[src/rtl/rgbtone_pkg.sv]
package rgbtone_pkg;
    localparam int PIX_W      = 10;
    localparam int PIX_MAX    = (1 << PIX_W) - 1;
    localparam int GAIN_W     = 8;
    localparam int GAIN_FRAC  = 6;
    localparam int OFS_W      = 11;
    localparam int SLOPE_W    = 8;
    localparam int SLOPE_FRAC = 7;
    localparam int SEG_LOG2   = 4;
    localparam int NSEG       = 1 << SEG_LOG2;
    localparam int NBP        = NSEG + 1;
    localparam int FRAC_W     = PIX_W - SEG_LOG2;
    localparam int BP_BITS    = NBP * PIX_W;
    localparam int NCH        = 3;
    localparam int CH_R       = 0;
    localparam int CH_G       = 1;
    localparam int CH_B       = 2;
    localparam int LATENCY    = 4;

    typedef logic [PIX_W-1:0] pix_t;
    typedef pix_t [NCH-1:0] trio_t;
endpackage

[src/rtl/rgbtone_wb.sv]
module rgbtone_wb
    import rgbtone_pkg::*;
(
    input  logic                clk,
    input  logic                rst_n,
    input  logic                in_valid,
    input  trio_t               in_px,
    input  logic [GAIN_W-1:0]   gain_r,
    input  logic [GAIN_W-1:0]   gain_b,
    output logic                out_valid,
    output trio_t               out_px
);
    localparam int MW = PIX_W + GAIN_W;

    typedef struct packed {
        logic  vld;
        logic  started;
        trio_t px;
    } wb_st_t;

    wb_st_t s_d, s_q;
    logic [MW-1:0] prod   [NCH];
    logic [MW-1:0] scaled [NCH];

    always_comb begin
        s_d         = s_q;
        s_d.vld     = in_valid;
        s_d.started = 1'b1;
        for (int ch = 0; ch < NCH; ch++) begin
            prod[ch]   = MW'(in_px[ch]) * MW'((ch == CH_R) ? gain_r : gain_b);
            scaled[ch] = prod[ch] >> GAIN_FRAC;
            if (ch == CH_G)
                s_d.px[ch] = in_px[ch];
            else if (scaled[ch] > MW'(PIX_MAX))
                s_d.px[ch] = pix_t'(PIX_MAX);
            else
                s_d.px[ch] = scaled[ch][PIX_W-1:0];
        end
    end

    always_ff @(posedge clk or negedge rst_n) begin
        if (!rst_n) s_q <= '0;
        else        s_q <= s_d;
    end

    assign out_valid = s_q.vld;
    assign out_px    = s_q.px;

    AST_GREEN_UNGAINED: assert property (@(posedge clk) disable iff (!rst_n)
        s_q.started |-> out_px[CH_G] == $past(in_px[CH_G]));

    AST_RED_UNITY_BOUND: assert property (@(posedge clk) disable iff (!rst_n)
        (s_q.started && $past(gain_r) <= GAIN_W'(1 << GAIN_FRAC))
            |-> out_px[CH_R] <= $past(in_px[CH_R]));
endmodule

[src/rtl/rgbtone_ofs.sv]
module rgbtone_ofs
    import rgbtone_pkg::*;
(
    input  logic                    clk,
    input  logic                    rst_n,
    input  logic                    in_valid,
    input  trio_t                   in_px,
    input  logic signed [OFS_W-1:0] black,
    output logic                    out_valid,
    output trio_t                   out_px
);
    localparam int SW = PIX_W + 2;

    typedef struct packed {
        logic  vld;
        logic  started;
        trio_t px;
    } ofs_st_t;

    ofs_st_t s_d, s_q;
    logic signed [SW-1:0] sum [NCH];

    always_comb begin
        s_d         = s_q;
        s_d.vld     = in_valid;
        s_d.started = 1'b1;
        for (int ch = 0; ch < NCH; ch++) begin
            sum[ch] = $signed({2'b00, in_px[ch]}) + SW'(black);
            if (sum[ch] < 0)
                s_d.px[ch] = '0;
            else if (sum[ch] > $signed(SW'(PIX_MAX)))
                s_d.px[ch] = pix_t'(PIX_MAX);
            else
                s_d.px[ch] = sum[ch][PIX_W-1:0];
        end
    end

    always_ff @(posedge clk or negedge rst_n) begin
        if (!rst_n) s_q <= '0;
        else        s_q <= s_d;
    end

    assign out_valid = s_q.vld;
    assign out_px    = s_q.px;

    AST_ZERO_OFFSET_TRANSPARENT: assert property (@(posedge clk) disable iff (!rst_n)
        (s_q.started && $past(black) == '0) |-> out_px == $past(in_px));

    AST_NEG_OFFSET_NO_RISE: assert property (@(posedge clk) disable iff (!rst_n)
        (s_q.started && $past(black) < 0) |-> out_px[CH_G] <= $past(in_px[CH_G]));
endmodule

[src/rtl/rgbtone_knee.sv]
module rgbtone_knee
    import rgbtone_pkg::*;
(
    input  logic                clk,
    input  logic                rst_n,
    input  logic                in_valid,
    input  trio_t               in_px,
    input  pix_t                knee_pt,
    input  logic [SLOPE_W-1:0]  slope,
    output logic                out_valid,
    output trio_t               out_px
);
    localparam int KW = PIX_W + SLOPE_W;

    typedef struct packed {
        logic  vld;
        logic  started;
        trio_t px;
    } knee_st_t;

    knee_st_t s_d, s_q;
    pix_t          over  [NCH];
    logic [KW-1:0] kprod [NCH];
    logic [KW:0]   ksum  [NCH];

    always_comb begin
        s_d         = s_q;
        s_d.vld     = in_valid;
        s_d.started = 1'b1;
        for (int ch = 0; ch < NCH; ch++) begin
            over[ch]  = (in_px[ch] > knee_pt) ? (in_px[ch] - knee_pt) : '0;
            kprod[ch] = KW'(over[ch]) * KW'(slope);
            ksum[ch]  = (KW+1)'(knee_pt) + (KW+1)'(kprod[ch] >> SLOPE_FRAC);
            if (in_px[ch] <= knee_pt)
                s_d.px[ch] = in_px[ch];
            else if (ksum[ch] > (KW+1)'(PIX_MAX))
                s_d.px[ch] = pix_t'(PIX_MAX);
            else
                s_d.px[ch] = ksum[ch][PIX_W-1:0];
        end
    end

    always_ff @(posedge clk or negedge rst_n) begin
        if (!rst_n) s_q <= '0;
        else        s_q <= s_d;
    end

    assign out_valid = s_q.vld;
    assign out_px    = s_q.px;

    for (genvar c = 0; c < NCH; c++) begin : g_knee_chk
        AST_KNEE_BELOW_POINT: assert property (@(posedge clk) disable iff (!rst_n)
            (s_q.started && $past(in_px[c]) <= $past(knee_pt))
                |-> out_px[c] == $past(in_px[c]));
        AST_KNEE_COMPRESSES: assert property (@(posedge clk) disable iff (!rst_n)
            (s_q.started && $past(slope) <= SLOPE_W'(1 << SLOPE_FRAC))
                |-> out_px[c] <= $past(in_px[c]));
    end
endmodule

[src/rtl/rgbtone_gamma.sv]
module rgbtone_gamma
    import rgbtone_pkg::*;
(
    input  logic                clk,
    input  logic                rst_n,
    input  logic                in_valid,
    input  trio_t               in_px,
    input  logic [BP_BITS-1:0]  bp_flat,
    output logic                out_valid,
    output trio_t               out_px
);
    localparam int DW = PIX_W + 1;
    localparam int GW = DW + FRAC_W + 1;
    localparam int YW = GW + 1;

    typedef struct packed {
        logic  vld;
        logic  started;
        trio_t px;
    } gam_st_t;

    gam_st_t s_d, s_q;
    pix_t                  bp    [NBP];
    logic [SEG_LOG2-1:0]   seg   [NCH];
    logic [FRAC_W-1:0]     frac  [NCH];
    pix_t                  lo    [NCH];
    pix_t                  hi    [NCH];
    logic signed [DW-1:0]  diff  [NCH];
    logic signed [GW-1:0]  prod  [NCH];
    logic signed [GW-1:0]  step  [NCH];
    logic signed [YW-1:0]  ysum  [NCH];

    for (genvar i = 0; i < NBP; i++) begin : g_bp
        assign bp[i] = bp_flat[i*PIX_W +: PIX_W];
    end

    for (genvar c = 0; c < NCH; c++) begin : g_split
        assign seg[c]  = in_px[c][PIX_W-1:FRAC_W];
        assign frac[c] = in_px[c][FRAC_W-1:0];
    end

    always_comb begin
        s_d         = s_q;
        s_d.vld     = in_valid;
        s_d.started = 1'b1;
        for (int ch = 0; ch < NCH; ch++) begin
            lo[ch]   = bp[int'(seg[ch])];
            hi[ch]   = bp[int'(seg[ch]) + 1];
            diff[ch] = $signed({1'b0, hi[ch]}) - $signed({1'b0, lo[ch]});
            prod[ch] = GW'(diff[ch]) * $signed(GW'({1'b0, frac[ch]}));
            step[ch] = prod[ch] >>> FRAC_W;
            ysum[ch] = YW'(step[ch]) + $signed(YW'({1'b0, lo[ch]}));
            if (ysum[ch] < 0)
                s_d.px[ch] = '0;
            else if (ysum[ch] > $signed(YW'(PIX_MAX)))
                s_d.px[ch] = pix_t'(PIX_MAX);
            else
                s_d.px[ch] = ysum[ch][PIX_W-1:0];
        end
    end

    always_ff @(posedge clk or negedge rst_n) begin
        if (!rst_n) s_q <= '0;
        else        s_q <= s_d;
    end

    assign out_valid = s_q.vld;
    assign out_px    = s_q.px;

    for (genvar c = 0; c < NCH; c++) begin : g_gam_chk
        AST_GAMMA_HITS_KNOT: assert property (@(posedge clk) disable iff (!rst_n)
            (s_q.started && $past(frac[c]) == '0)
                |-> out_px[c] == $past(bp[seg[c]]));
    end
endmodule

[src/rtl/rgb_tone_pipe.sv]
module rgb_tone_pipe
    import rgbtone_pkg::*;
(
    input  logic                    clk,
    input  logic                    rst_n,
    input  logic [7:0]              cfg_gain_r,
    input  logic [7:0]              cfg_gain_b,
    input  logic signed [10:0]      cfg_black,
    input  logic [9:0]              cfg_knee_pt,
    input  logic [7:0]              cfg_knee_slope,
    input  logic [169:0]            cfg_gamma_bp,
    input  logic                    in_valid,
    input  logic [9:0]              in_r,
    input  logic [9:0]              in_g,
    input  logic [9:0]              in_b,
    output logic                    out_valid,
    output logic [9:0]              out_r,
    output logic [9:0]              out_g,
    output logic [9:0]              out_b
);
    localparam int CW = $clog2(LATENCY + 1);

    trio_t in_trio, wb_px, ofs_px, knee_px, gam_px;
    logic  wb_v, ofs_v, knee_v, gam_v;

    assign in_trio[CH_R] = in_r;
    assign in_trio[CH_G] = in_g;
    assign in_trio[CH_B] = in_b;

    rgbtone_wb u_wb (
        .clk(clk), .rst_n(rst_n), .in_valid(in_valid), .in_px(in_trio),
        .gain_r(cfg_gain_r), .gain_b(cfg_gain_b),
        .out_valid(wb_v), .out_px(wb_px)
    );

    rgbtone_ofs u_ofs (
        .clk(clk), .rst_n(rst_n), .in_valid(wb_v), .in_px(wb_px),
        .black(cfg_black), .out_valid(ofs_v), .out_px(ofs_px)
    );

    rgbtone_knee u_knee (
        .clk(clk), .rst_n(rst_n), .in_valid(ofs_v), .in_px(ofs_px),
        .knee_pt(cfg_knee_pt), .slope(cfg_knee_slope),
        .out_valid(knee_v), .out_px(knee_px)
    );

    rgbtone_gamma u_gamma (
        .clk(clk), .rst_n(rst_n), .in_valid(knee_v), .in_px(knee_px),
        .bp_flat(cfg_gamma_bp), .out_valid(gam_v), .out_px(gam_px)
    );

    assign out_valid = gam_v;
    assign out_r     = gam_px[CH_R];
    assign out_g     = gam_px[CH_G];
    assign out_b     = gam_px[CH_B];

    // cycles since reset, saturating, used only to qualify the latency check
    logic [CW-1:0] age_d, age_q;

    always_comb begin
        age_d = (age_q == CW'(LATENCY)) ? age_q : age_q + 1'b1;
    end

    always_ff @(posedge clk or negedge rst_n) begin
        if (!rst_n) age_q <= '0;
        else        age_q <= age_d;
    end

    AST_VALID_LATENCY: assert property (@(posedge clk) disable iff (!rst_n)
        age_q == CW'(LATENCY) |-> out_valid == $past(in_valid, 4));
endmodule

[config.mk]
export PLATFORM = sky130hd
export DESIGN_NAME = rgb_tone_pipe
export DESIGN_NICKNAME = d
export VERILOG_FILES = /design/src/rtl/rgbtone_pkg.sv /design/src/rtl/rgbtone_wb.sv /design/src/rtl/rgbtone_ofs.sv /design/src/rtl/rgbtone_knee.sv /design/src/rtl/rgbtone_gamma.sv /design/src/rtl/rgb_tone_pipe.sv
export SDC_FILE = /design/constraint.sdc
export NUM_CORES = 2
export LEC_CHECK = 0
export CORE_UTILIZATION = 35
export CTS_CLUSTER_SIZE = 12
export DETAILED_ROUTE_END_ITERATION = 16
export DONT_BUFFER_PORTS = 1
export PLACE_DENSITY = 0.6
export SYNTH_ARGS = -nofsm -noshare
export SYNTH_HDL_FRONTEND = slang
export SYNTH_SLANG_ARGS = --single-unit
export TNS_END_PERCENT = 1
[constraint.sdc]
create_clock -name clk -period 18.4 [get_ports clk]
set_clock_uncertainty 0.2 [all_clocks]
set_input_delay 3.68 -clock clk [delete_from_list [all_inputs] [get_ports clk]]
set_output_delay 3.68 -clock clk [all_outputs]
set_load 0.02 [all_outputs]
==> results.env <==
FINAL_NETS=5060
POST-SYNTH-TOP-AREA-FRACTION_PCT=20.4
SYNTH.TOP_CELLS.BY_AREA='fa_1 (20%), mux4_2 (16%), ha_1 (14%)'
CP_SLOWEST_STAGE_DELAY_NS=1.00
SYNTH.TOP_CELLS.BY_COUNT='inv_1 (594), ha_1 (436), fa_1 (388), nand2_1 (387), and2_1 (349)'
GLOBALROUTETOTALUTIL_PCT=22.0
PLACEMENT.IO_BUFFERS=0
FILLCELLCOUNT=10873
WORST_HOLD_STARTPOINT='u_knee.out_valid'
CLOCK-ROOT-BUFFER='clkbuf_16'
CTS.REPAIR_TIMING.SETUP_BUFFER_COUNT=0
POST_SYNTH_NUM_CELL_TYPES=112
REG2REG_SLACK_NS=5.86
REG2REG_DEPTH=38
INITIAL_UTILIZATION_PCT=35.5
GRT_REMAINING_OVERFLOW=0
TIMING.SETUP.CRITICAL_PATH_CLASS='primary input to flip-flop'
DETAILEDPLACEMENTHPWL_UM=96300
SYN_NETS=5144
CRIT_FANOUT=7
CTS.REPORTEDPATHS.CLKPINSLEW_NS=0.06
POST_SYNTHESIS_INSTANCE_TOTAL=4072
NUMBER_OF_ANTENNA_VIOLATIONS_AT_THE_FIRST_CHECK_IN_GLOBAL_ROUTING=10
OVERALL_DIE_AREA_MM2=0.110
TIMING_WORST_SLEW_PIN_VALUE_NS=1.10
FMAXACHIEVABLE_GHz=0.0729
SYN_AVG_CELL_AREA_UM2=9.37
SYNTH_SEQ_CELLS=124
TIMING.CRITICAL_PATH.ARRIVAL_NS=13.86
CLOCK_PERIOD_MINUS_FINAL_WORST_SETUP_SLACK_NS=13.71
NUM_ROWS=120
TRITONROUTE_PASS_1_ITERS=8
YOSYS_WARNINGS=0
HOLDPATHEND='u_gamma.out_valid'
DESIGN.PORTCOUNT=279
SLEW_VIOLATIONS=0
REPORT.FINAL.SETUP_VIOL=0
WORST_SETUP_PATH_START_KIND='primary input'
CRITICAL_REGISTER_TO_REGISTER_PATH_ENDPOINT='u_gamma.out_px[1]'
FINAL.PERIOD_UTILIZATION_PCT=74.5
MAX_SLEW_MARGIN_PCT=25.0
HOLD_SLACK_NS=0.150
DRIVE_ABOVE_1_SHARE_PCT=10.6
GRT_PASS1_WL_UM=188000
R2R_START='u_knee.out_px[6]'
ROUTED_WL_UM=120000
DETAIL-ROUTE-ANTENNA-NETS=0
WORST_HOLD_CHECK_PATH_TYPE='flip-flop to flip-flop'
SYNTHTOLAYOUTAREAGROWTH_PCT=6.02
VERT_DIE_DIM_UM=332
WHS_PATH_DEPTH=0
CTSLONGESTPATHBUFFERS=2
REPORT.FINAL.HOLD_VIOL_COUNT=0
POST-SYNTH-TOP-COUNT-CELL='inv_1'
COREAREA_MM2=0.108
CRIT_SLOWEST_CELL='a2111oi_0'
RSZ0062_AT_GRT='false'
GRT_MAX_DEGREE=125
MAXCAPVIOLCOUNT=0
DETAIL_ROUTE.VIAS_PER_CELL=5.72
GRT_PASS1_VIAS=31436
CHIPWIDTH_UM=332
POST_CTS_HOLD_BUFFER_COUNT=0
SYN-CELL-AREA_MM2=0.0381
ASYNC_FLOP_SHARE_PCT=100
DRC=0
WIRE_PER_INST_UM=22.2
OUTCOME='finished clean'
DRT_INITIAL_VIOLATIONS=2749
CTS_MADE_BUFFERS=17
CTS_MAX_LEVEL=4
PLACE.GP.CONGESTION=0.938
WORST_SETUP_PATH_END_KIND='flip-flop'
CTS_TREE='yes'
CLKLATENCYLATEPIN_NS=0.50
SYNTH_EDF_COUNT=0
TIMING.SETUP.TNS_NS=0
SYNTH_LARGEST_AREA_CELL='fa_1'
POSTSYNTH.TOPFLOPCELL='dfrtp_1'
CRITPATHREQUIREDTIME_NS=18.55
CTSRESIZECOUNT=0
CLOCK_SINKS=124
NUM_VIAS=30923
SEQ_AREA_FRAC_SYNTH_PCT=8.14
## stage by stage
stage	std cells	worst slack [ns]	area (µm²)	util, %
finish	5407	4.69	40400	37.6
global route	5407	4.00	40400	37.6
CTS	5404	5.02	40400	37.6
detailed placement	5372	4.56	39800	37.0
global placement	5372	4.80	39800	37.0
floorplan	4072	6.34	38100	-
## routing by layer
| layer | vias to the layer above | track usage [%] | share of wire [%] |
|---|---|---|---|
| li1 | 13928 | - | - |
| met1 | 15462 | 28.7 | 42 |
| met2 | 1298 | 34.8 | 45 |
| met3 | 221 | 7.29 | 11 |
| met4 | 14 | 6.29 | 2.8 |
| met5 | - | 0 | 0.061 |
## sequential cells by signal, summed over array words and instances (netlist names)
name / flops
u_knee.out_valid: 1
u_wb.out_valid: 1
u_ofs.out_valid: 1
u_gamma.out_px: 30
u_knee.out_px: 30
u_ofs.out_px: 30
u_gamma.out_valid: 1
u_wb.out_px: 30
## cell families (layout without fill, tap and decap cells)
family                   Yosys count  after routing  synth area share [%]
XOR/XNOR                         182            182                  4.29
multiplexers                     298            298                  16.7
adder cells (fa/ha/maj)          828            828                  34.8
flip-flops                       124            124                  8.14
other                              0              3                     0
buffers and inverters            747            676                  7.42
AO/OA/AOI/OAI                    591            591                  11.0
AND/OR/NAND/NOR                 1302           1302                  17.6
## cell usage in the layout, fill, tap and decap left out, types with 59 or more instances in the layout
| cell | count |
|---|---|
| fa_1 | 388 |
| nor3_1 | 101 |
| xnor2_1 | 112 |
| nand3_1 | 61 |
| a21oi_1 | 181 |
| inv_1 | 594 |
| o21ai_0 | 72 |
| nand2_1 | 387 |
| mux4_2 | 270 |
| dfrtp_1 | 118 |
| nor2_1 | 168 |
| and2_1 | 349 |
| nor2b_1 | 61 |
| ha_1 | 433 |
| xor2_1 | 59 |
## area by class of cell
cell class                      count  area (µm²)  area share (%)
Antenna cell                        3        7.51          0.0186
Sequential cell                   124        3120            7.71
Clock buffer                       19         453            1.12
Multi-Input combinational cell   3201       32300            80.0
Clock inverter                     13         175           0.433
Inverter                          598        2250            5.56
Tap cell                         1403        1760            4.34
Timing Repair Buffer               46         345           0.854
## worst max-delay path by stage
stage | start | cells past startpoint | end | slack (ns)
finish | cfg_gamma_bp[141] | 36 | u_gamma.out_px[1] | 4.69
global route | cfg_gamma_bp[141] | 36 | u_gamma.out_px[6] | 4.00
CTS | cfg_gamma_bp[141] | 36 | u_gamma.out_px[1] | 5.02
detailed placement | cfg_gamma_bp[141] | 36 | u_gamma.out_px[1] | 4.56
global placement | cfg_gamma_bp[141] | 36 | u_gamma.out_px[8] | 4.80
floorplan | cfg_gamma_bp[151] | 35 | u_gamma.out_px[12] | 6.34
## worst max-delay path, delay by kind of cell
| kind | cells | cell delay [ns] |
|---|---|---|
| compound gates | 15 | 4.70 |
| fa+ha+maj | 7 | 2.89 |
| mux | 2 | 1.18 |
| simple gates | 7 | 1.08 |
| buf+inv | 4 | 0.23 |
| xor+xnor | 1 | 0.08 |
Power is not shown: default switching activity piles up to over one toggle a cycle in this logic, so the estimate is an artifact.
